==> src/rtl/i2cw_pkg.sv <==
package i2cw_pkg;
   typedef enum logic [2:0] {
      ST_IDLE, ST_START, ST_BIT, ST_HOLD, ST_FREEZE, ST_STOP
   } seq_state_t;

   localparam logic [1:0] REG_DATA = 2'd0;
   localparam logic [1:0] REG_CTRL = 2'd1;
   localparam logic [1:0] REG_STAT = 2'd2;

   localparam int CTL_EN    = 0;
   localparam int CTL_TXIE  = 1;
   localparam int CTL_START = 2;
   localparam int CTL_STOP  = 3;
   localparam int CTL_FLUSH = 4;
endpackage

==> src/rtl/i2cw_sync.sv <==
module i2cw_sync #(
   parameter int W      = 2,
   parameter int STAGES = 2
) (
   input  logic         clk,
   input  logic         rst_n,
   input  logic [W-1:0] d,
   output logic [W-1:0] q
);
   generate
      if (STAGES == 0) begin : g_thru
         assign q = d;
      end else begin : g_ff
         logic [W-1:0] stg [STAGES];
         always_ff @(posedge clk or negedge rst_n) begin
            if (!rst_n) begin
               for (int i = 0; i < STAGES; i++) stg[i] <= '1;
            end else begin
               stg[0] <= d;
               for (int i = 1; i < STAGES; i++) stg[i] <= stg[i-1];
            end
         end
         assign q = stg[STAGES-1];
      end
   endgenerate
endmodule

==> src/rtl/i2cw_divider.sv <==
module i2cw_divider #(
   parameter int DIV = 8
) (
   input  logic clk,
   input  logic rst_n,
   input  logic run,
   output logic tick
);
   localparam int CW = (DIV < 2) ? 1 : $clog2(DIV);
   logic [CW-1:0] cnt;

   always_ff @(posedge clk or negedge rst_n) begin
      if (!rst_n) begin
         cnt  <= '0;
         tick <= 1'b0;
      end else if (!run) begin
         cnt  <= '0;
         tick <= 1'b0;
      end else if (cnt == CW'(DIV - 1)) begin
         cnt  <= '0;
         tick <= 1'b1;
      end else begin
         cnt  <= cnt + 1'b1;
         tick <= 1'b0;
      end
   end
endmodule

==> src/rtl/i2cw_seq.sv <==
module i2cw_seq
   import i2cw_pkg::*;
#(
   parameter int DW = 8
) (
   input  logic          clk,
   input  logic          rst_n,
   input  logic          tick,
   input  logic          en,
   input  logic          start_req,
   input  logic          stop_req,
   input  logic          dat_full,
   input  logic [DW-1:0] dat,
   input  logic          scl_s,
   input  logic          sda_s,
   output logic          take,
   output logic          start_done,
   output logic          stop_done,
   output logic          ack_hit,
   output logic          nack_hit,
   output logic          busy,
   output logic          scl_oe,
   output logic          sda_oe
);
   localparam int BW = $clog2(DW + 1);

   seq_state_t    state;
   logic [1:0]    q;
   logic [BW-1:0] bitn;
   logic [DW-1:0] shreg;
   logic          scl_d, sda_d;
   logic          data_bit;

   assign busy     = (state != ST_IDLE);
   assign data_bit = (bitn < BW'(DW));

   always_comb begin
      scl_d = 1'b0;
      sda_d = 1'b0;
      unique case (state)
         ST_START: begin
            scl_d = (q == 2'd3);
            sda_d = (q != 2'd0);
         end
         ST_BIT: begin
            scl_d = (q < 2'd2);
            sda_d = data_bit ? ~shreg[DW-1] : 1'b0;
         end
         ST_HOLD, ST_FREEZE: scl_d = 1'b1;
         ST_STOP: begin
            scl_d = (q == 2'd0);
            sda_d = (q != 2'd3);
         end
         default: ;
      endcase
   end

   always_ff @(posedge clk or negedge rst_n) begin
      if (!rst_n) begin
         state      <= ST_IDLE;
         q          <= '0;
         bitn       <= '0;
         shreg      <= '0;
         scl_oe     <= 1'b0;
         sda_oe     <= 1'b0;
         take       <= 1'b0;
         start_done <= 1'b0;
         stop_done  <= 1'b0;
         ack_hit    <= 1'b0;
         nack_hit   <= 1'b0;
      end else begin
         scl_oe     <= scl_d;
         sda_oe     <= sda_d;
         take       <= 1'b0;
         start_done <= 1'b0;
         stop_done  <= 1'b0;
         ack_hit    <= 1'b0;
         nack_hit   <= 1'b0;
         if (!en) begin
            state <= ST_IDLE;
            q     <= '0;
         end else begin
            unique case (state)
               ST_IDLE: if (start_req && dat_full) begin
                  state <= ST_START;
                  q     <= '0;
               end
               ST_START: if (tick) begin
                  q <= q + 1'b1;
                  if (q == 2'd3) begin
                     shreg      <= dat;
                     bitn       <= '0;
                     state      <= ST_BIT;
                     start_done <= 1'b1;
                  end
               end
               ST_BIT: if (tick && !(q == 2'd2 && !scl_s)) begin
                  q <= q + 1'b1;
                  if (q == 2'd3) begin
                     if (data_bit) begin
                        shreg <= shreg << 1;
                        bitn  <= bitn + 1'b1;
                        take  <= (bitn == '0);
                     end else if (!sda_s) begin
                        ack_hit <= 1'b1;
                        if (dat_full) begin
                           shreg <= dat;
                           bitn  <= '0;
                        end else if (stop_req) begin
                           state <= ST_STOP;
                        end else begin
                           state <= ST_HOLD;
                        end
                     end else begin
                        nack_hit <= 1'b1;
                        state    <= ST_FREEZE;
                     end
                  end
               end
               ST_HOLD: if (dat_full) begin
                  shreg <= dat;
                  bitn  <= '0;
                  q     <= '0;
                  state <= ST_BIT;
               end else if (stop_req) begin
                  q     <= '0;
                  state <= ST_STOP;
               end
               ST_FREEZE: if (stop_req) begin
                  q     <= '0;
                  state <= ST_STOP;
               end
               ST_STOP: if (tick) begin
                  q <= q + 1'b1;
                  if (q == 2'd3) begin
                     stop_done <= 1'b1;
                     state     <= ST_IDLE;
                  end
               end
               default: state <= ST_IDLE;
            endcase
         end
      end
   end

   // an idle engine lets both lines float high
   assert_idle_release_R2: assert property (@(posedge clk) disable iff (!rst_n)
      (state == ST_IDLE) |=> (!scl_oe && !sda_oe));

   // SDA holds still while SCL stays released inside a byte
   assert_sda_stable_R5: assert property (@(posedge clk) disable iff (!rst_n)
      (state == ST_BIT && $past(state) == ST_BIT && !scl_oe && !$past(scl_oe))
      |-> (sda_oe == $past(sda_oe)));

   // a refused transfer stays frozen until STOP is requested
   assert_freeze_hold_R9: assert property (@(posedge clk) disable iff (!rst_n)
      (state == ST_FREEZE && en && !stop_req) |=> (state == ST_FREEZE));
endmodule

==> src/rtl/i2cw_top.sv <==
module i2cw_top
   import i2cw_pkg::*;
#(
   parameter int CLK_DIV     = 8,
   parameter int SYNC_STAGES = 2
) (
   input  logic       clk,
   input  logic       rst_n,
   input  logic [1:0] reg_addr,
   input  logic       reg_we,
   input  logic [7:0] reg_wdata,
   output logic [7:0] reg_rdata,
   output logic       irq,
   output logic       scl_oe,
   output logic       sda_oe,
   input  logic       scl_in,
   input  logic       sda_in
);
   localparam int DW = 8;

   generate
      if (CLK_DIV < 4) begin : g_div_chk
         $error("CLK_DIV must be at least 4");
      end
      if (SYNC_STAGES + 1 >= 2 * CLK_DIV) begin : g_sync_chk
         $error("SYNC_STAGES too deep for the SCL high window");
      end
   endgenerate

   logic          ctl_en, ctl_txie, req_start, req_stop;
   logic [DW-1:0] dat_reg;
   logic          dat_empty, st_ack, st_nack;
   logic          tick, take, start_done, stop_done, ack_hit, nack_hit, busy;
   logic [1:0]    pins_s;
   logic          wr_ctl, wr_dat;

   assign wr_ctl = reg_we && (reg_addr == REG_CTRL);
   assign wr_dat = reg_we && (reg_addr == REG_DATA);

   i2cw_sync #(.W(2), .STAGES(SYNC_STAGES)) u_sync (
      .clk(clk), .rst_n(rst_n), .d({scl_in, sda_in}), .q(pins_s));

   i2cw_divider #(.DIV(CLK_DIV)) u_div (
      .clk(clk), .rst_n(rst_n), .run(busy), .tick(tick));

   i2cw_seq #(.DW(DW)) u_seq (
      .clk(clk), .rst_n(rst_n), .tick(tick), .en(ctl_en),
      .start_req(req_start), .stop_req(req_stop), .dat_full(!dat_empty),
      .dat(dat_reg), .scl_s(pins_s[1]), .sda_s(pins_s[0]),
      .take(take), .start_done(start_done), .stop_done(stop_done),
      .ack_hit(ack_hit), .nack_hit(nack_hit), .busy(busy),
      .scl_oe(scl_oe), .sda_oe(sda_oe));

   always_ff @(posedge clk or negedge rst_n) begin
      if (!rst_n) begin
         ctl_en    <= 1'b0;
         ctl_txie  <= 1'b0;
         req_start <= 1'b0;
         req_stop  <= 1'b0;
         dat_reg   <= '0;
         dat_empty <= 1'b1;
         st_ack    <= 1'b0;
         st_nack   <= 1'b0;
      end else begin
         if (start_done) req_start <= 1'b0;
         if (stop_done) begin
            req_stop <= 1'b0;
            st_nack  <= 1'b0;
         end
         if (req_stop && !busy) req_stop <= 1'b0;
         if (take) dat_empty <= 1'b1;
         if (ack_hit) st_ack <= 1'b1;
         if (nack_hit) begin
            st_ack  <= 1'b0;
            st_nack <= 1'b1;
         end
         if (wr_dat) begin
            dat_reg   <= reg_wdata;
            dat_empty <= 1'b0;
         end
         if (wr_ctl) begin
            ctl_en   <= reg_wdata[CTL_EN];
            ctl_txie <= reg_wdata[CTL_TXIE];
            if (reg_wdata[CTL_START] && reg_wdata[CTL_EN]) req_start <= 1'b1;
            if (reg_wdata[CTL_STOP]) req_stop <= 1'b1;
            if (reg_wdata[CTL_FLUSH]) dat_empty <= 1'b1;
         end
      end
   end

   assign irq = ctl_en && ((ctl_txie && dat_empty) || st_nack);

   always_comb begin
      unique case (reg_addr)
         REG_DATA: reg_rdata = dat_reg;
         REG_CTRL: reg_rdata = {4'b0, req_stop, req_start, ctl_txie, ctl_en};
         REG_STAT: reg_rdata = {4'b0, busy, st_nack, st_ack, dat_empty};
         default:  reg_rdata = '0;
      endcase
   end

   // acknowledge and refusal never both reported
   assert_nack_excl_ack_R7: assert property (@(posedge clk) disable iff (!rst_n)
      st_nack |-> !st_ack);

   // the refusal flag is only cleared by a finished STOP
   assert_nack_clear_R10: assert property (@(posedge clk) disable iff (!rst_n)
      $fell(st_nack) |-> $past(stop_done));

   // the buffer only empties itself while a transfer runs
   assert_take_busy_R4: assert property (@(posedge clk) disable iff (!rst_n)
      take |-> busy);
endmodule

==> config.mk <==
export PLATFORM = sky130hd
export DESIGN_NAME = i2cw_top
export DESIGN_NICKNAME = d
export VERILOG_FILES = /design/src/rtl/i2cw_pkg.sv /design/src/rtl/i2cw_sync.sv /design/src/rtl/i2cw_divider.sv /design/src/rtl/i2cw_seq.sv /design/src/rtl/i2cw_top.sv
export SDC_FILE = /design/constraint.sdc
export NUM_CORES = 1
export LEC_CHECK = 0
export BUFFER_PORTS_ARGS = -buffer_cell sky130_fd_sc_hd__buf_4
export CAP_MARGIN = 20
export CORE_MARGIN = 5
export CORE_UTILIZATION = 60
export DETAILED_ROUTE_END_ITERATION = 16
export GPL_ROUTABILITY_DRIVEN = 0
export PLACE_DENSITY_LB_ADDON = 0.1
export SYNTH_ARGS = -nofsm -noshare
export SYNTH_HDL_FRONTEND = slang
export SYNTH_SLANG_ARGS = --single-unit
==> constraint.sdc <==
create_clock -name clk -period 5.2 [get_ports clk]
set_input_delay 0.52 -clock clk [delete_from_list [all_inputs] [get_ports clk]]
set_output_delay 0.52 -clock clk [all_outputs]
set_load 0.02 [all_outputs]
==> metrics, run 1 <==
port bufs=25; DP Area=between 0.002 and 0.003 mm²; quantity of hold-fixing buffers added after cts=0; Max-Cap Viols=0; max-slew violation count=0; post-route ant nets=0; vias in the first global route=~1700; CP max FO=18; CTS tree=built; top_reg_cell synth=dfrtp_1; top-count cell post-synth=dfrtp_1; Die X=73.4 µm; Resize count post-CTS=0; Via Count=~1700; final cell count without fillers=between 200 and 300; area taken by multi-input logic gates=0.00108 mm²; die height=approximately 73 µm; Vias/cell=between 5 and 6; Final setup viols=0; first-pass GRT wire length=8.56 mm; combinational power share=about 27%; Row Count=23; Fmax achieved=387 MHz; area grow syn2layout=10.8%; minimum clock period=roughly 2.6 ns; CTS Sinks=47; CP Launch Type=flop; Leak Pwr=around 0.0012 µW; sum of negative setup slack=0 ns; htree depth=2; CP arrival=just over 2 ns; largest net degree at the start of global routing=48; wire length per cell=roughly 16 µm; DP HPWL=roughly 3.5 mm; Yosys reg bits=47; Synthesized Nets=between 200 and 250; initial antenna violation count=0; Mapped Cells=between 200 and 250; synth top area cells=dfrtp_1 (44%), mux2_2 (5.6%), dfstp_2 (5.4%); total grt overflow=0; synth cell count leaders=dfrtp_1 (42), inv_1 (19), nor2_1 (14); endpoint class of the critical path=primary output; fin crit share=around half; clock latency at the later pin of the worst-skew pair=0.30 ns; Async S/R FF share, synth=100%; sw frac=approximately a third; net switching power=approximately 340 µW; top cell type's share of synthesized area=a little over two fifths; max_slew headroom=between 40 and 50%; Design Area, Final=around 0.0027 mm²; die area=0.00539 mm²; Hold Vio Cnt, Final=0; # fillers=316; Int Pwr=659 µW; iteration-0 DRC count of the detailed router=around 110; Ant. Diodes=0; post-synth top area cell=dfrtp_1; worst path required time=approximately 4.7 ns; power share of the clock group=about 22%; CORE AREA=approximately 0.0039 mm²; Root Buffer=clkbuf_8; synthesized cell area=between 0.002 and 0.0025 mm²; status=finished, final reports clean; final core occ=67.8%; Clk pin slew, worst setup/hold paths=~0.080 ns; GRT Util Overall=around 21%; num ports=26; sequential area share after synthesis=49.0%; DR DRC count=0; Power Density=373 mW/mm²; TritonCTS Buffers=5; WS Path Type=reg -> out; Final #Nets=269; Reg power frac=about half; Yosys warning total=0; Max rail drop VDD=between 0.0002 and 0.00025 V; CTS max path bufs=2; number of synthesized flops with an enable pin=0; Syn Area/Cell=about 11 µm²; clock skew=0.00554 ns; Netlist cell types=47; Hold Path Class=in -> async; hold_ws=between 0.2 and 0.25 ns; worst slew pin tran=just over 0.8 ns; Post-Route WL=4.86 mm; RSZ-0062 raised after global routing=false; dpl cells=290; Post-CTS Setup Inserts=0; Pre-Repair DR Iteration Count=4; Reg area=between 0.001 and 0.0015 mm²; fraction of layout cells with a size suffix above 1=23.4%; Initial Util=around three fifths
layer usage:
| metal | global-route usage [%] | up-vias | part of all wire [%] |
|---|---|---|---|
| li1 | - | 854 | - |
| met1 | 31.0 | 820 | 49 |
| met2 | 29.5 | 43 | 45 |
| met3 | 4.51 | 8 | 4.8 |
| met4 | 6.84 | 0 | 1.6 |
| met5 | 0 | - | 0 |
cell type report:
| class | count | share of cell area [%] |
|---|---|---|
| repair buffers | 25 | 7.02 |
| flip-flops and latches | 47 | 44.2 |
| clock buffers | 6 | 2.71 |
| multi-input cells | 149 | 40.6 |
| clock inverters | 2 | 0.468 |
| well taps | 50 | 2.34 |
| inverters | 19 | 2.67 |
path summary, 6_finish.rpt:
check,startpoint,to,slack [ns],cells past startpoint
max,u_seq.state[0],reg_rdata[3],2.61,3
min,rst_n,u_seq.q[1],0.20,1
max reg2reg,u_seq.q[0],u_seq.shreg[1],3.14,6
min reg2reg,u_sync.g_ff.stg[3],u_sync.q[1],0.36,0
max in group asynchronous,rst_n,u_sync.g_ff.stg[2],4.60,1
min in group clk,scl_in,u_sync.g_ff.stg[3],0.32,1
cells by family after synthesis:
| family | count (synthesis) | share of synthesized area (%) |
|---|---|---|
| compound gates | 49 | 15.9 |
| fa+ha+maj | 7 | 3.63 |
| buf+inv | 30 | 6.06 |
| flops | 47 | 49.0 |
| mux | 16 | 7.26 |
| simple gates | 77 | 18.2 |
cells in the final DEF (no fill, tap or decap), types with 7 or more instances in the layout:
| master | instances |
|---|---|
| nor2_1 | 14 |
| nand2_1 | 12 |
| a221o_1 | 10 |
| inv_1 | 19 |
| mux2_2 | 12 |
| nor3_1 | 13 |
| dfrtp_1 | 42 |
| o21ai_0 | 9 |
| buf_4 | 25 |
| ha_1 | 7 |
| nor2b_1 | 9 |
power by group through the flow:
| stage | Clock, µW | Sequential [µW] | Combinational [µW] |
|---|---|---|---|
| global placement | 0 | 509 | 270 |
| CTS | 223 | 506 | 274 |
| finish | 217 | 507 | 273 |
| floorplan | 0 | 475 | 239 |
| global route | 238 | 519 | 306 |
| detailed placement | 0 | 512 | 273 |
worst max-delay path, cell delays in order, from the launching register on:
cell and delay [ns]:
dfrtp_1 0.58, nor3_1 0.77, o22ai_1 0.20, buf_4 0.21
per-stage QoR:
| stage | worst slack, ns | total power (µW) |
|---|---|---|
| 6_report | 2.61 | 997 |
| 4_1_cts | 2.60 | 1000 |
| 3_5_place_dp | 2.95 | 785 |
| 5_1_grt | 2.39 | 1060 |
| 2_1_floorplan | 3.25 | 714 |
| 3_3_place_gp | 2.99 | 779 |
(Power assumes the default switching activity.)
==> run 2: changes to the inputs <==
Settings changed: CORE_UTILIZATION 60 to 58.
Clock period 5.2 ns to 2.5 ns, I/O delays scaled along.
==> metrics, run 2 (synthesis results as in run 1) <==
R2R Path End=u_seq.shreg[7]; CTS Sinks=47; GRT Util Overall=roughly a fifth; Worst Hold Path EP=u_sync.g_ff.stg[3]; hold-critical path depth=1; Pre-Repair DR Iteration Count=5; die height=74.5 µm; sum of negative setup slack=0 ns; Max rail drop VDD=between 0.0004 and 0.0005 V; power share of the clock group=a little over a fifth; Fmax achieved=485 MHz; clock latency at the later pin of the worst-skew pair=0.29 ns; largest net degree at the start of global routing=48; combinational power share=29.2%; Ant. Diodes=0; port bufs=25; initial antenna violation count=0; post-route ant nets=0; Final setup viols=0; DP Area=between 0.002 and 0.003 mm²; area taken by multi-input logic gates=approximately 0.0011 mm²; Max-Cap Viols=0; worst r2r src=u_seq.q[0]; num ports=26; CP Launch Type=flop; minimum clock period=slightly above 2 ns; worst slew pin tran=0.692 ns; Max stage delay on crit path=about 0.50 ns; CTS tree=built; DR DRC count=0; # fillers=between 300 and 400; net switching power=~700 µW; Resize count post-CTS=0; Initial Util=between 50% and 60%; Reg power frac=between 40% and 50%; Hold Startpoint=scl_in; WS Path Type=reg -> reg; Row Count=23; Hold Path Class=in -> reg; worst r2r path cells=6; max_slew headroom=approximately 54%; worst path required time=about 2.7 ns; fin crit share=between 80 and 90%; slowest CP cell=a221o_1; DP HPWL=3.60 mm; max-slew violation count=0; CP Cell Sequence=inv_1, ha_1, nand2b_1, nand3_2, a221o_1, a221o_1; Most Frequent Cell on Critical Path=a221o_1; htree depth=2; Design Power=2100 µW; Reg area=between 0.001 and 0.0015 mm²; Vias/cell=just under 6; Via Count=~1800; Post-Route WL=5.04 mm; setup slack, reg-to-reg=about 0.44 ns; Leak Pwr=between 0.001 and 0.0015 µW; met3 global-route usage=just under 5%; CP max FO=12; status=finished, final reports clean; Hold Vio Cnt, Final=0; CORE AREA=~0.004 mm²; die area=between 0.005 and 0.006 mm²; Int Pwr=roughly 1400 µW; Final #Nets=between 200 and 300; area grow syn2layout=12.1%; Die X=74.5 µm; most frequent cells in the layout=dfrtp_1 (42), buf_4 (28), inv_1 (19); RSZ-0062 raised after global routing=false; met1 Track Usage GR=between 30% and 40%; total grt overflow=0; Power Density=approximately 770 mW/mm²; iteration-0 DRC count of the detailed router=223; wire length per cell=16.7 µm; grt peak-use layer=met1; CP arrival=between 2 and 2.5 ns; met2 Use GR=between 30% and 40%; TritonCTS Buffers=5; fraction of layout cells with a size suffix above 1=approximately 24%; endpoint class of the critical path=flop; first-pass GRT wire length=approximately 8.7 mm; Root Buffer=clkbuf_8; commonest non-fill, non-tap cell in the layout=dfrtp_1; vias in the first global route=1729; sw frac=approximately 34%; clock skew=around 0.0064 ns; CTS max path bufs=2; final cell count without fillers=about 300; Design Area, Final=between 0.002 and 0.003 mm²; dpl cells=~290; Clk pin slew, worst setup/hold paths=0.09 ns
run 2: changes by cell type in the layout (fill, tap and decap cells not counted), sizes merged:
cell         previous run  this run
buf                    25        28
dlygate4sd3             0         1
run 2: worst max path at each step:
stage,from,end,slack (ns),cells after the start
global route,u_seq.q[0],u_seq.shreg[7],0.29,6
global placement,u_seq.q[0],u_seq.shreg[3],0.55,6
floorplan,u_seq.q[0],u_seq.shreg[1],0.83,7
detailed placement,u_seq.q[0],u_seq.shreg[7],0.47,6
finish,u_seq.q[0],u_seq.shreg[7],0.44,6
CTS,u_seq.q[0],u_seq.shreg[7],0.44,6
run 2: power by group through the flow:
stage          combinational (µW)  sequential, µW  clock [µW]
2_1_floorplan                 498             987           0
3_3_place_gp                  606            1050           0
3_5_place_dp                  613            1050           0
4_1_cts                       615            1040         457
5_1_grt                       682            1060         494
6_report                      613            1040         444
run 2: routing by layer:
metal | wire, µm | vias up
met3 | 295 | 2
met1 | 2420 | 877
li1 | - | 855
met2 | 2310 | 52
met5 | 0 | -
met4 | 19 | 0
run 2: stage by stage:
step                utilization (%)  setup WS, ns  hold slack (ns)
floorplan                         -         0.826          -0.0456
global placement               64.8         0.550            0.286
detailed placement             64.8         0.466            0.287
CTS                            67.2         0.443           0.0492
global route                   67.2         0.295           0.0363
finish                         67.2         0.438           0.0567
run 2: worst max-delay path, delay by kind of cell (launching register included):
kind | cells | cell delay (ns)
compound gates | 2 | 0.84
fa+ha+maj | 1 | 0.22
buf+inv | 1 | 0.08
flops | 1 | 0.40
simple gates | 2 | 0.39
run 2: repair_timing:
item,4_1_cts,5_1_grt
buffers inserted,0,0
hold endpoints to repair,42,0
hold buffers,1,0
run 2: area by class of cell:
type                    instances  share of cell area [%]
well taps                      50                    2.31
repair buffers                 29                    8.14
clock buffers                   6                    2.68
flip-flops and latches         47                    43.7
multi-input cells             149                    40.1
clock inverters                 2                   0.462
inverters                      19                    2.64
